[src/rtl/phy_rpc_pkg.sv]
package phy_rpc_pkg;
  localparam int BIT_SWR = 15;
  localparam int BIT_AN  = 13;
  localparam int BIT_SPD = 12;
  localparam int BIT_PD  = 11;
  localparam int BIT_DUP = 8;
  localparam int REG_W   = 16;
  localparam int IDX_W   = 5;

  typedef struct packed {
    logic an;
    logic spd;
    logic dup;
  } strap_t;
endpackage

[src/rtl/rpc_lock_timer.sv]
module rpc_lock_timer #(
  parameter int LOCK_CYC = 1000
) (
  input  logic clk,
  input  logic rst_n,
  input  logic hw_rst,
  output logic busy
);
  localparam int CW = $clog2(LOCK_CYC + 1);

  logic [CW-1:0] cnt_q, cnt_d;
  logic          cnt_en;

  always_comb begin
    cnt_en = hw_rst || (cnt_q != '0);
    cnt_d  = hw_rst ? CW'(LOCK_CYC) : cnt_q - 1'b1;
  end

  always_ff @(posedge clk or negedge rst_n) begin
    if (!rst_n)      cnt_q <= CW'(LOCK_CYC);
    else if (cnt_en) cnt_q <= cnt_d;
  end

  assign busy = (cnt_q != '0);


  lock_hold_chk: assert property (@(posedge clk) disable iff (!rst_n)
    $fell(hw_rst) |-> busy);

  lock_quiet_chk: assert property (@(posedge clk) disable iff (!rst_n)
    (!hw_rst && !busy) |=> !busy);
endmodule

[src/rtl/rpc_port_regs.sv]
module rpc_port_regs
  import phy_rpc_pkg::*;
#(
  parameter int SWR_CYC = 16
) (
  input  logic             clk,
  input  logic             rst_n,
  input  logic             hw_rst,
  input  logic             hw_pd,
  input  strap_t           strap,
  input  logic             wr_en,
  input  logic [REG_W-1:0] wdata,
  output logic [REG_W-1:0] ctrl_rd,
  output strap_t           cfg,
  output logic             pd_bit
);
  localparam int CW = $clog2(SWR_CYC > 1 ? SWR_CYC : 2);

  strap_t        cfg_q, cfg_d, snap_q, snap_d;
  logic          pd_q, pd_d, busy_q, busy_d, pdq_q;
  logic [CW-1:0] cnt_q, cnt_d;

  always_comb begin
    cfg_d  = cfg_q;
    snap_d = snap_q;
    pd_d   = pd_q;
    busy_d = busy_q;
    cnt_d  = cnt_q;
    if (hw_rst) begin
      cfg_d  = strap;
      snap_d = strap;
      pd_d   = 1'b0;
      busy_d = 1'b0;
      cnt_d  = '0;
    end else if (hw_pd) begin
      busy_d = 1'b0;
    end else if (pdq_q) begin
      cfg_d  = snap_q;
      pd_d   = 1'b0;
      busy_d = 1'b0;
    end else if (busy_q) begin
      if (cnt_q == '0) busy_d = 1'b0;
      else             cnt_d  = cnt_q - 1'b1;
    end else if (wr_en) begin
      if (wdata[BIT_SWR]) begin
        busy_d = 1'b1;
        cnt_d  = CW'(SWR_CYC - 1);
        cfg_d  = snap_q;
        pd_d   = 1'b0;
      end else begin
        cfg_d = '{an: wdata[BIT_AN], spd: wdata[BIT_SPD], dup: wdata[BIT_DUP]};
        pd_d  = wdata[BIT_PD];
      end
    end
  end

  always_ff @(posedge clk or negedge rst_n) begin
    if (!rst_n) begin
      cfg_q  <= '0;
      snap_q <= '0;
      pd_q   <= 1'b0;
      busy_q <= 1'b0;
      cnt_q  <= '0;
      pdq_q  <= 1'b0;
    end else begin
      cfg_q  <= cfg_d;
      snap_q <= snap_d;
      pd_q   <= pd_d;
      busy_q <= busy_d;
      cnt_q  <= cnt_d;
      pdq_q  <= hw_pd;
    end
  end

  always_comb begin
    ctrl_rd          = '0;
    ctrl_rd[BIT_SWR] = busy_q;
    ctrl_rd[BIT_AN]  = cfg_q.an;
    ctrl_rd[BIT_SPD] = cfg_q.spd;
    ctrl_rd[BIT_PD]  = pd_q;
    ctrl_rd[BIT_DUP] = cfg_q.dup;
  end

  assign cfg    = cfg_q;
  assign pd_bit = pd_q;


  strap_sample_chk: assert property (@(posedge clk) disable iff (!rst_n)
    hw_rst |=> (cfg_q == $past(strap)) && (snap_q == $past(strap)) && !pd_q);

  swr_restore_chk: assert property (@(posedge clk) disable iff (!rst_n)
    $rose(busy_q) |-> (cfg_q == snap_q) && !pd_q);

  pd_release_chk: assert property (@(posedge clk) disable iff (!rst_n)
    (!hw_rst && !hw_pd && pdq_q) |=> (cfg_q == snap_q) && !pd_q && !busy_q);

  swr_nowrite_chk: assert property (@(posedge clk) disable iff (!rst_n)
    (busy_q && !hw_rst && !hw_pd && !pdq_q) |=> $stable(cfg_q) && $stable(pd_q));
endmodule

[src/rtl/phy_rst_pwr_ctrl.sv]
module phy_rst_pwr_ctrl
  import phy_rpc_pkg::*;
#(
  parameter int NPORT   = 2,
  parameter int CLK_HZ  = 25_000_000,
  parameter int SWR_CYC = 16,
  parameter int PSEL_W  = (NPORT > 1) ? $clog2(NPORT) : 1,
  parameter int ADDR_W  = PSEL_W + IDX_W
) (
  input  logic                 clk,
  input  logic                 rst_n,
  input  logic                 hw_rst,
  input  logic [3*NPORT-1:0]   strap,
  input  logic [NPORT-1:0]     hw_pd,
  input  logic                 glb_pd,
  input  logic [ADDR_W-1:0]    addr,
  input  logic [REG_W-1:0]     wdata,
  input  logic                 we,
  output logic [REG_W-1:0]     rdata,
  output logic                 ready,
  output logic [NPORT-1:0]     data_oe,
  output logic [3*NPORT-1:0]   cfg_bits
);
  localparam int LOCK_RAW = CLK_HZ / 1000;
  localparam int LOCK_CYC = (LOCK_RAW > 0) ? LOCK_RAW : 1;

  logic              lock_busy;
  logic [PSEL_W-1:0] sel;
  logic [IDX_W-1:0]  ridx;
  logic [NPORT-1:0]  port_pd, blocked, wr_en, pd_bit;
  logic [REG_W-1:0]  ctrl_rd [NPORT];

  assign sel  = addr[ADDR_W-1:IDX_W];
  assign ridx = addr[IDX_W-1:0];

  rpc_lock_timer #(.LOCK_CYC(LOCK_CYC)) u_lock (
    .clk    (clk),
    .rst_n  (rst_n),
    .hw_rst (hw_rst),
    .busy   (lock_busy)
  );

  for (genvar p = 0; p < NPORT; p++) begin : g_port
    strap_t strap_p, cfg_p;

    assign strap_p    = strap[3*p +: 3];
    assign port_pd[p] = hw_pd[p] | glb_pd;
    assign blocked[p] = hw_rst | lock_busy | port_pd[p];
    assign wr_en[p]   = we && (sel == PSEL_W'(p)) && (ridx == '0) && !blocked[p];
    assign data_oe[p] = !hw_rst && !port_pd[p] && !pd_bit[p];
    assign cfg_bits[3*p +: 3] = cfg_p;

    rpc_port_regs #(.SWR_CYC(SWR_CYC)) u_regs (
      .clk     (clk),
      .rst_n   (rst_n),
      .hw_rst  (hw_rst),
      .hw_pd   (port_pd[p]),
      .strap   (strap_p),
      .wr_en   (wr_en[p]),
      .wdata   (wdata),
      .ctrl_rd (ctrl_rd[p]),
      .cfg     (cfg_p),
      .pd_bit  (pd_bit[p])
    );
  end

  always_comb begin
    ready = 1'b1;
    rdata = '0;
    for (int p = 0; p < NPORT; p++) begin
      if (sel == PSEL_W'(p)) begin
        if (blocked[p]) begin
          ready = 1'b0;
          rdata = '1;
        end else if (ridx == '0) begin
          rdata = ctrl_rd[p];
        end
      end
    end
  end


  lock_ready_chk: assert property (@(posedge clk) disable iff (!rst_n)
    $fell(hw_rst) |-> !ready && (rdata == '1));

  oe_reset_chk: assert property (@(posedge clk) disable iff (!rst_n)
    hw_rst |-> (data_oe == '0));

  glb_pd_chk: assert property (@(posedge clk) disable iff (!rst_n)
    glb_pd |-> !ready && (data_oe == '0));
endmodule

[config.mk]
export PLATFORM = sky130hd
export DESIGN_NAME = phy_rst_pwr_ctrl
export DESIGN_NICKNAME = d
export VERILOG_FILES = /design/src/rtl/phy_rpc_pkg.sv /design/src/rtl/rpc_lock_timer.sv /design/src/rtl/rpc_port_regs.sv /design/src/rtl/phy_rst_pwr_ctrl.sv
export SDC_FILE = /design/constraint.sdc
export NUM_CORES = 1
export LEC_CHECK = 0
export ABC_AREA = 1
export BUFFER_PORTS_ARGS = -buffer_cell sky130_fd_sc_hd__buf_2
export CAP_MARGIN = 20
export CORE_MARGIN = 1.5
export CORE_UTILIZATION = 35
export DETAILED_ROUTE_END_ITERATION = 16
export PLACE_DENSITY = 0.59
export SLEW_MARGIN = 5
export SYNTH_ARGS = -nofsm -noshare
export SYNTH_HDL_FRONTEND = slang
export SYNTH_SLANG_ARGS = --single-unit
[constraint.sdc]
create_clock -name clk -period 4.3 [get_ports clk]
set_input_delay 0.645 -clock clk [delete_from_list [all_inputs] [get_ports clk]]
set_output_delay 0.645 -clock clk [all_outputs]
set_load 0.02 [all_outputs]
==> impl_metrics.json, run 1 <==
{
  "period_minus_slack_ns": 2.79,
  "finalSetupViolCount": 0,
  "min_path_type": "reg -> reg",
  "route.detailed.drc": 0,
  "grt_pass1_vias": 2173,
  "netlist_instances": 349,
  "crit_start": "u_lock.cnt_q[0]",
  "diodes": 0,
  "clk_latency_ns": 0.30,
  "cp-end-kind": "primary output",
  "clkSinkCount": 41,
  "fin_skew_ns": 0.00668,
  "ir_worst_vdd_v": 0.000141,
  "antenna_found_initial": 0,
  "synth_edf_count": 0,
  "vias_per_cell": 4.71,
  "routed_wl_um": 5630,
  "antenna_left": 0,
  "synth-async-reset-ratio": 1.00,
  "holdBufCountCts": 0,
  "slew_viol_final": 0,
  "crit_required_ns": 3.65,
  "synth_fp_nets": 388,
  "crit-reg2reg-launch": "u_lock.cnt_q[0]",
  "final_util": 0.419,
  "die_w_um": 88.5,
  "place_hpwl_um": 4260,
  "grt_max_degree": 42,
  "row_count": 30,
  "ys_seq_area_frac": 0.404,
  "status": "complete, no violations",
  "io_buffers": 48,
  "cts-root-buf": "clkbuf_8",
  "synth.avg_cell_area_sq_um": 7.32,
  "path_clk_slew_ns": 0.08,
  "synth_area_sq_um": 2560,
  "p_leak_nw": 1.47,
  "drt_pre_antenna_iters": 4,
  "final_layout_size_suffix_gt1_frac": 0.241,
  "rsz0062_at_grt": "false",
  "synth_flop_cell": "dfrtp_1",
  "finalCritPeriodShare": 0.648,
  "tightest_slew_ns": 0.926,
  "critPathMaxFanout": 12,
  "gr-total-overflow": 0,
  "nNetsFinal": 428,
  "gp_congestion": 0.853,
  "cts_tree": "done",
  "areaGrowthSynthToFinish_pct": 13.8,
  "initial_core_util": 0.368,
  "cts_resized": 0,
  "drt_iter0_markers": 132,
  "cap_violations": 0,
  "fin_tns_setup_ns": 0,
  "grt_pass1_wl_um": 9750,
  "total_power_uw": 800,
  "grtUsageTotal": 0.157,
  "ys_types": 36,
  "routedWlPerCell_um": 11.6,
  "startpoint_type": "register",
  "path_class": "reg -> out",
  "regToRegEndpoint": "g_port[1].u_regs.cnt_q[1]",
  "num_vias": 2289,
  "endpoint": "rdata[13]",
  "power.density_nw_per_um2": 275,
  "cts_buffers": 5,
  "clock_path_buffers": 2,
  "die_area_sq_um": 7830,
  "critPathArrivalTime_ns": 2.14,
  "die_h_um": 88.5,
  "io_pins": 60,
  "r2r_slack_ns": 2.49,
  "synth_warnings": 0,
  "fp.coreArea_sq_um": 6940,
  "post_cts_buffers": 0,
  "relSlewSlack": 0.383,
  "fmax_mhz": 359,
  "rr_worst_depth": 11,
  "htreeDepth": 2,
  "ys_ff_latch": 41,
  "finalHoldViolations": 0
}
## cell usage after synthesis, types with 2 or more instances
| master | instances | share of area |
|---|---|---|
| nor2_2 | 6 | 0.015 |
| dfstp_2 | 6 | 0.062 |
| inv_1 | 40 | 0.059 |
| nand2_2 | 11 | 0.027 |
| o21ai_0 | 28 | 0.055 |
| xor2_1 | 2 | 0.0069 |
| and3_1 | 2 | 0.0049 |
| nand3b_1 | 3 | 0.0088 |
| nand3_1 | 21 | 0.041 |
| inv_2 | 4 | 0.0059 |
| dfrtp_1 | 35 | 0.34 |
| a21oi_1 | 18 | 0.035 |
| ha_1 | 4 | 0.020 |
| nor2_1 | 45 | 0.066 |
| nand4_1 | 10 | 0.024 |
| nand3_2 | 3 | 0.012 |
| clkbuf_1 | 3 | 0.0044 |
| buf_4 | 10 | 0.029 |
| nor3_1 | 13 | 0.025 |
| nand2_1 | 68 | 0.10 |
| nand4_2 | 2 | 0.0098 |
## critical path, cell delays in order, from the launching register on
cell and delay [ns]:
dfrtp_1 0.40, inv_1 0.14, ha_1 0.17, inv_1 0.05, nor2_1 0.10, nand3_2 0.14, nor2_8 0.24, nand2_2 0.14
nand2_2 0.11, inv_2 0.07, nor2_1 0.09, nor2_1 0.05, buf_2 0.15
## how the worst min path moves through the flow
stage                                     startpoint                    endpoint  slack, ns  cells after the start
final                     g_port[1].u_regs.snap_q[2]  g_port[1].u_regs.snap_q[2]       0.47                      2
after global routing      g_port[1].u_regs.snap_q[2]  g_port[1].u_regs.snap_q[2]       0.52                      2
after CTS                 g_port[1].u_regs.snap_q[2]  g_port[1].u_regs.snap_q[2]       0.48                      2
after detailed placement  g_port[1].u_regs.snap_q[2]  g_port[1].u_regs.snap_q[2]       0.46                      2
after global placement    g_port[1].u_regs.snap_q[1]  g_port[1].u_regs.snap_q[1]       0.45                      2
after floorplan                                rst_n     g_port[0].u_regs.busy_q       0.35                      0
## cell usage in the layout (no fill, tap or decap)
cell type,n
nand2_1,68
buf_2,48
nor2_1,45
inv_1,40
dfrtp_1,35
o21ai_0,28
nand3_1,21
a21oi_1,18
nor3_1,13
nand2_2,11
nand4_1,10
nor2_2,6
dfstp_2,6
clkbuf_8,5
inv_2,4
ha_1,4
nand3b_1,3
nand3_2,3
clkinvlp_4,3
and3_1,2
xor2_1,2
nand4_2,2
clkinv_1,1
nand2_4,1
nor2_8,1
clkinv_2,1
o22ai_1,1
nor3_2,1
or2_2,1
nor3b_1,1
nor4_1,1
xnor2_1,1
o211ai_1,1
o31ai_1,1
buf_4,1
## power by group
part / switching [mW] / internal, mW / total, mW / leakage (nW)
sequential: 0.0150 / 0.408 / 0.423 / 0.520
clock: 0.146 / 0.114 / 0.259 / 0.0364
combinational: 0.0798 / 0.0378 / 0.118 / 0.912
total: 0.240 / 0.560 / 0.800 / 1.47
## state kept, by name (all words and copies together), names as in the netlist
register              cells
u_lock.cnt_q             15
g_port.u_regs.cnt_q       8
g_port.u_regs.cfg         6
g_port.u_regs.snap_q      6
g_port.u_regs.busy_q      2
g_port.u_regs.pd_bit      2
g_port.u_regs.pdq_q       2
## kinds of logic after synthesis
logic type,Yosys count,synth area share
fa+ha+maj,4,0.0196
xor+xnor,3,0.0103
simple gates,190,0.358
buf+inv,62,0.110
flops,41,0.404
compound gates,49,0.0984
## final cells by class
cell class	instances	area, sq um
Clock inverter	3	22.5
Sequential cell	41	1030
Tap cell	96	120
Multi-Input combinational cell	246	1240
Clock buffer	5	68.8
Inverter	46	174
Timing Repair Buffer	49	248
Fill cell	754	4040
## through the flow
stage          hold slack, ns  worst slack, ns  cells  area, sq um
3_5_place_dp            0.458             1.57    478         2820
2_1_floorplan           0.349             1.79    349         2560
5_1_grt                 0.519             1.29    486         2910
3_3_place_gp            0.450             1.59    478         2820
4_1_cts                 0.479             1.49    486         2910
6_report                0.473             1.51    486         2910
## routing by layer
layer,part of all wire,track usage,up-vias
li1,-,-,1202
met1,0.48,0.210,1045
met4,0.014,0.0483,0
met3,0.022,0.0243,7
met5,0,0,-
met2,0.48,0.263,35
No activity file was read; power rests on OpenSTA's default activity.
==> run 2: changes to the inputs <==
ABC_AREA = 0   (was 1)
PLACE_DENSITY = 0.6   (was 0.59)
clock period = 2.6 ns   (was 4.3 ns; I/O delays follow)
==> impl_metrics.json, run 2 <==
{
  "synth_fp_nets": 302,
  "drt_pre_antenna_iters": 10,
  "path_buf_inv": 3,
  "clock_path_buffers": 2,
  "finalCritPeriodShare": 0.919,
  "synth.largest_area_cell": "dfrtp_1",
  "min_path_type": "in -> async",
  "p_leak_nw": 1.13,
  "slew_viol_final": 0,
  "layout_common_cells": "buf_2 (48), dfrtp_1 (35), nor2_1 (26)",
  "diodes": 0,
  "grtUsageTotal": 0.156,
  "regMostFlops": "u_lock.cnt_q",
  "power.density_nw_per_um2": 475,
  "mostFrequentLayoutCell": "buf_2",
  "status": "finished with violations",
  "clk_latency_ns": 0.29,
  "die_area_sq_um": 7230,
  "synth_area_sq_um": 2350,
  "path_cells": "inv_1 -> ha_1 -> nor4b_4 -> nand4_1 -> buf_4 -> nor2_2 -> a22oi_1 -> buf_2",
  "ys_ff_latch": 41,
  "cts-root-buf": "clkbuf_8",
  "path_class": "reg -> out",
  "routed_wl_um": 5310,
  "startpoint_type": "register",
  "synth_top_cells_by_area": "dfrtp_1 (37%), dfstp_2 (6.7%), nor2_1 (4.5%), nand2_1 (3.8%), buf_4 (3.2%)",
  "largest_reg_flops": 15,
  "initial_core_util": 0.367,
  "grt_pass1_wl_um": 8940,
  "io_pins": 60,
  "gr-total-overflow": 0,
  "cap_violations": 0,
  "die_h_um": 85.0,
  "path_clk_slew_ns": 0.08,
  "synth.most_common_cell": "dfrtp_1",
  "synth_top_area_frac": 0.372,
  "fin_cells": 381,
  "num_vias": 2036,
  "die_w_um": 85.0,
  "gp_congestion": 0.827,
  "crit_slowest_cell": "dfrtp_1",
  "htreeDepth": 2,
  "final_layout_size_suffix_gt1_frac": 0.266,
  "rsz0062_at_grt": "false",
  "crit_family": "simple AND/OR/NAND/NOR gates",
  "vias_per_cell": 5.34,
  "crit_required_ns": 2.21,
  "ys_types": 43,
  "ys_seq_area_frac": 0.439,
  "synth_warnings": 0,
  "antenna_left": 0,
  "antenna_found_initial": 0,
  "fp.coreArea_sq_um": 6420,
  "synth.avg_cell_area_sq_um": 8.95,
  "areaGrowthSynthToFinish_pct": 15.9,
  "finalHoldViolations": 0,
  "drt_iter0_markers": 83,
  "row_count": 29,
  "cts_tree": "done",
  "period_minus_slack_ns": 2.39,
  "relSlewSlack": 0.374,
  "place_hpwl_um": 3800,
  "synth_flop_cell": "dfrtp_1",
  "synth_commonest_cells": "dfrtp_1 (35), nor2_1 (28), nand2_1 (24)",
  "critPathMaxFanout": 5,
  "fin_skew_ns": 0.00636,
  "netlist_instances": 263,
  "max_stage_delay_ns": 0.41,
  "nNetsFinal": 342,
  "critPathArrivalTime_ns": 2.00,
  "top_regs": "u_lock.cnt_q x15, g_port.u_regs.cnt_q x8",
  "violations": "DRC",
  "holdBufCountCts": 0,
  "synth_edf_count": 0,
  "tightest_slew_ns": 0.938,
  "finalSetupViolCount": 0,
  "synth-async-reset-ratio": 1.00,
  "io_buffers": 48,
  "grt_pass1_vias": 1893,
  "fin_tns_setup_ns": 0,
  "routedWlPerCell_um": 13.9,
  "route.detailed.drc": 4,
  "fmax_mhz": 419,
  "cts_buffers": 5,
  "clkSinkCount": 41,
  "dp_cells": 371,
  "cp-end-kind": "primary output",
  "grt_max_degree": 50,
  "ir_worst_vdd_v": 0.000391
}
==> run 2: cell types whose count changed in the layout (fill, tap and decap cells not counted), moves of 5 or more <==
cell,delta
nand2_1,-44
inv_1,-24
nor2_1,-19
o21ai_0,-16
a21oi_1,-11
nand2_2,-11
nand3_1,-9
mux2i_1,+6
nor4_1,+6
xor2_1,+6
a22oi_1,+5
buf_4,+5
nand4_1,-5
==> run 2: cells by family (layout without fill, tap and decap cells) <==
family / after synthesis / after routing / synth area share
adders and majority gates: 4 / 4 / 0.0213
muxes: 9 / 9 / 0.0399
xor gates and xnor gates: 11 / 11 / 0.0409
and+or+nand+nor: 112 / 112 / 0.244
buffers and inverters: 37 / 78 / 0.0760
AOI/OAI and AO/OA: 49 / 49 / 0.139
DFF: 41 / 41 / 0.439
==> run 2: final cells by class <==
cell class,instances,area [sq um]
inverter,16,60.1
timing repair buffer,54,285
fill,648,3690
multi-input combinational,185,1170
tap,77,96.3
sequential,41,1030
clock buffer,6,72.6
clock inverter,2,10.0
==> run 2: metrics by stage <==
| step | power, mW | hold slack [ns] | cell area, sq um | utilization | setup slack [ns] |
|---|---|---|---|---|---|
| after floorplan | 0.821 | 0.0944 | 2360 | - | 0.0362 |
| after global placement | 0.892 | 0.519 | 2610 | 0.407 | 0.206 |
| after detailed placement | 0.894 | 0.522 | 2610 | 0.407 | 0.185 |
| after CTS | 1.31 | 0.267 | 2700 | 0.420 | 0.0276 |
| after global routing | 1.37 | 0.307 | 2730 | 0.425 | 0.0131 |
| final | 1.30 | 0.232 | 2730 | 0.425 | 0.211 |
==> run 2: timing repair <==
| item | 4_1_cts | 5_1_grt |
|---|---|---|
| resized for setup | 2 | 2 |
| pin swaps | 0 | 1 |
| gates cloned | 0 | 0 |
| setup endpoints to repair | 5 | 16 |
| buffers inserted | 0 | 2 |
| endpoints found under the hold margin | 0 | 0 |
==> run 2: layer usage <==
metal / routed length, um / share of wire / track usage
met1: 2640 / 0.50 / 0.218
met2: 2340 / 0.44 / 0.242
met3: 259 / 0.049 / 0.0311
met4: 76 / 0.014 / 0.0537
met5: 0 / 0 / 0
==> run 2: worst paths after layout <==
| check | cells past startpoint | slack [ns] | startpoint | endpoint |
|---|---|---|---|---|
| min reg2reg | 2 | 0.53 | g_port[0].u_regs.snap_q[0] | g_port[0].u_regs.snap_q[0] |
| max reg2reg | 7 | 0.40 | u_lock.cnt_q[0] | g_port[1].u_regs.pd_bit |
| min in group clk | 3 | 0.32 | strap[1] | g_port[0].u_regs.snap_q[1] |
| min | 1 | 0.23 | rst_n | g_port[0].u_regs.cfg[2] |
| max in group asynchronous | 1 | 1.78 | rst_n | u_lock.cnt_q[11] |
| max | 8 | 0.21 | u_lock.cnt_q[0] | rdata[12] |
==> run 2: worst register-to-register path, stage by stage (launching register included) <==
cell	delay (ns)
dfrtp_1	0.41
inv_1	0.09
ha_1	0.16
nor4b_4	0.23
nand2_1	0.15
or4b_1	0.69
or2_1	0.28
a21oi_1	0.12
==> run 2: report_power, final <==
group | internal (mW) | switching [mW]
Clock | 0.186 | 0.224
Sequential | 0.674 | 0.0360
Combinational | 0.0709 | 0.105
Total | 0.931 | 0.365
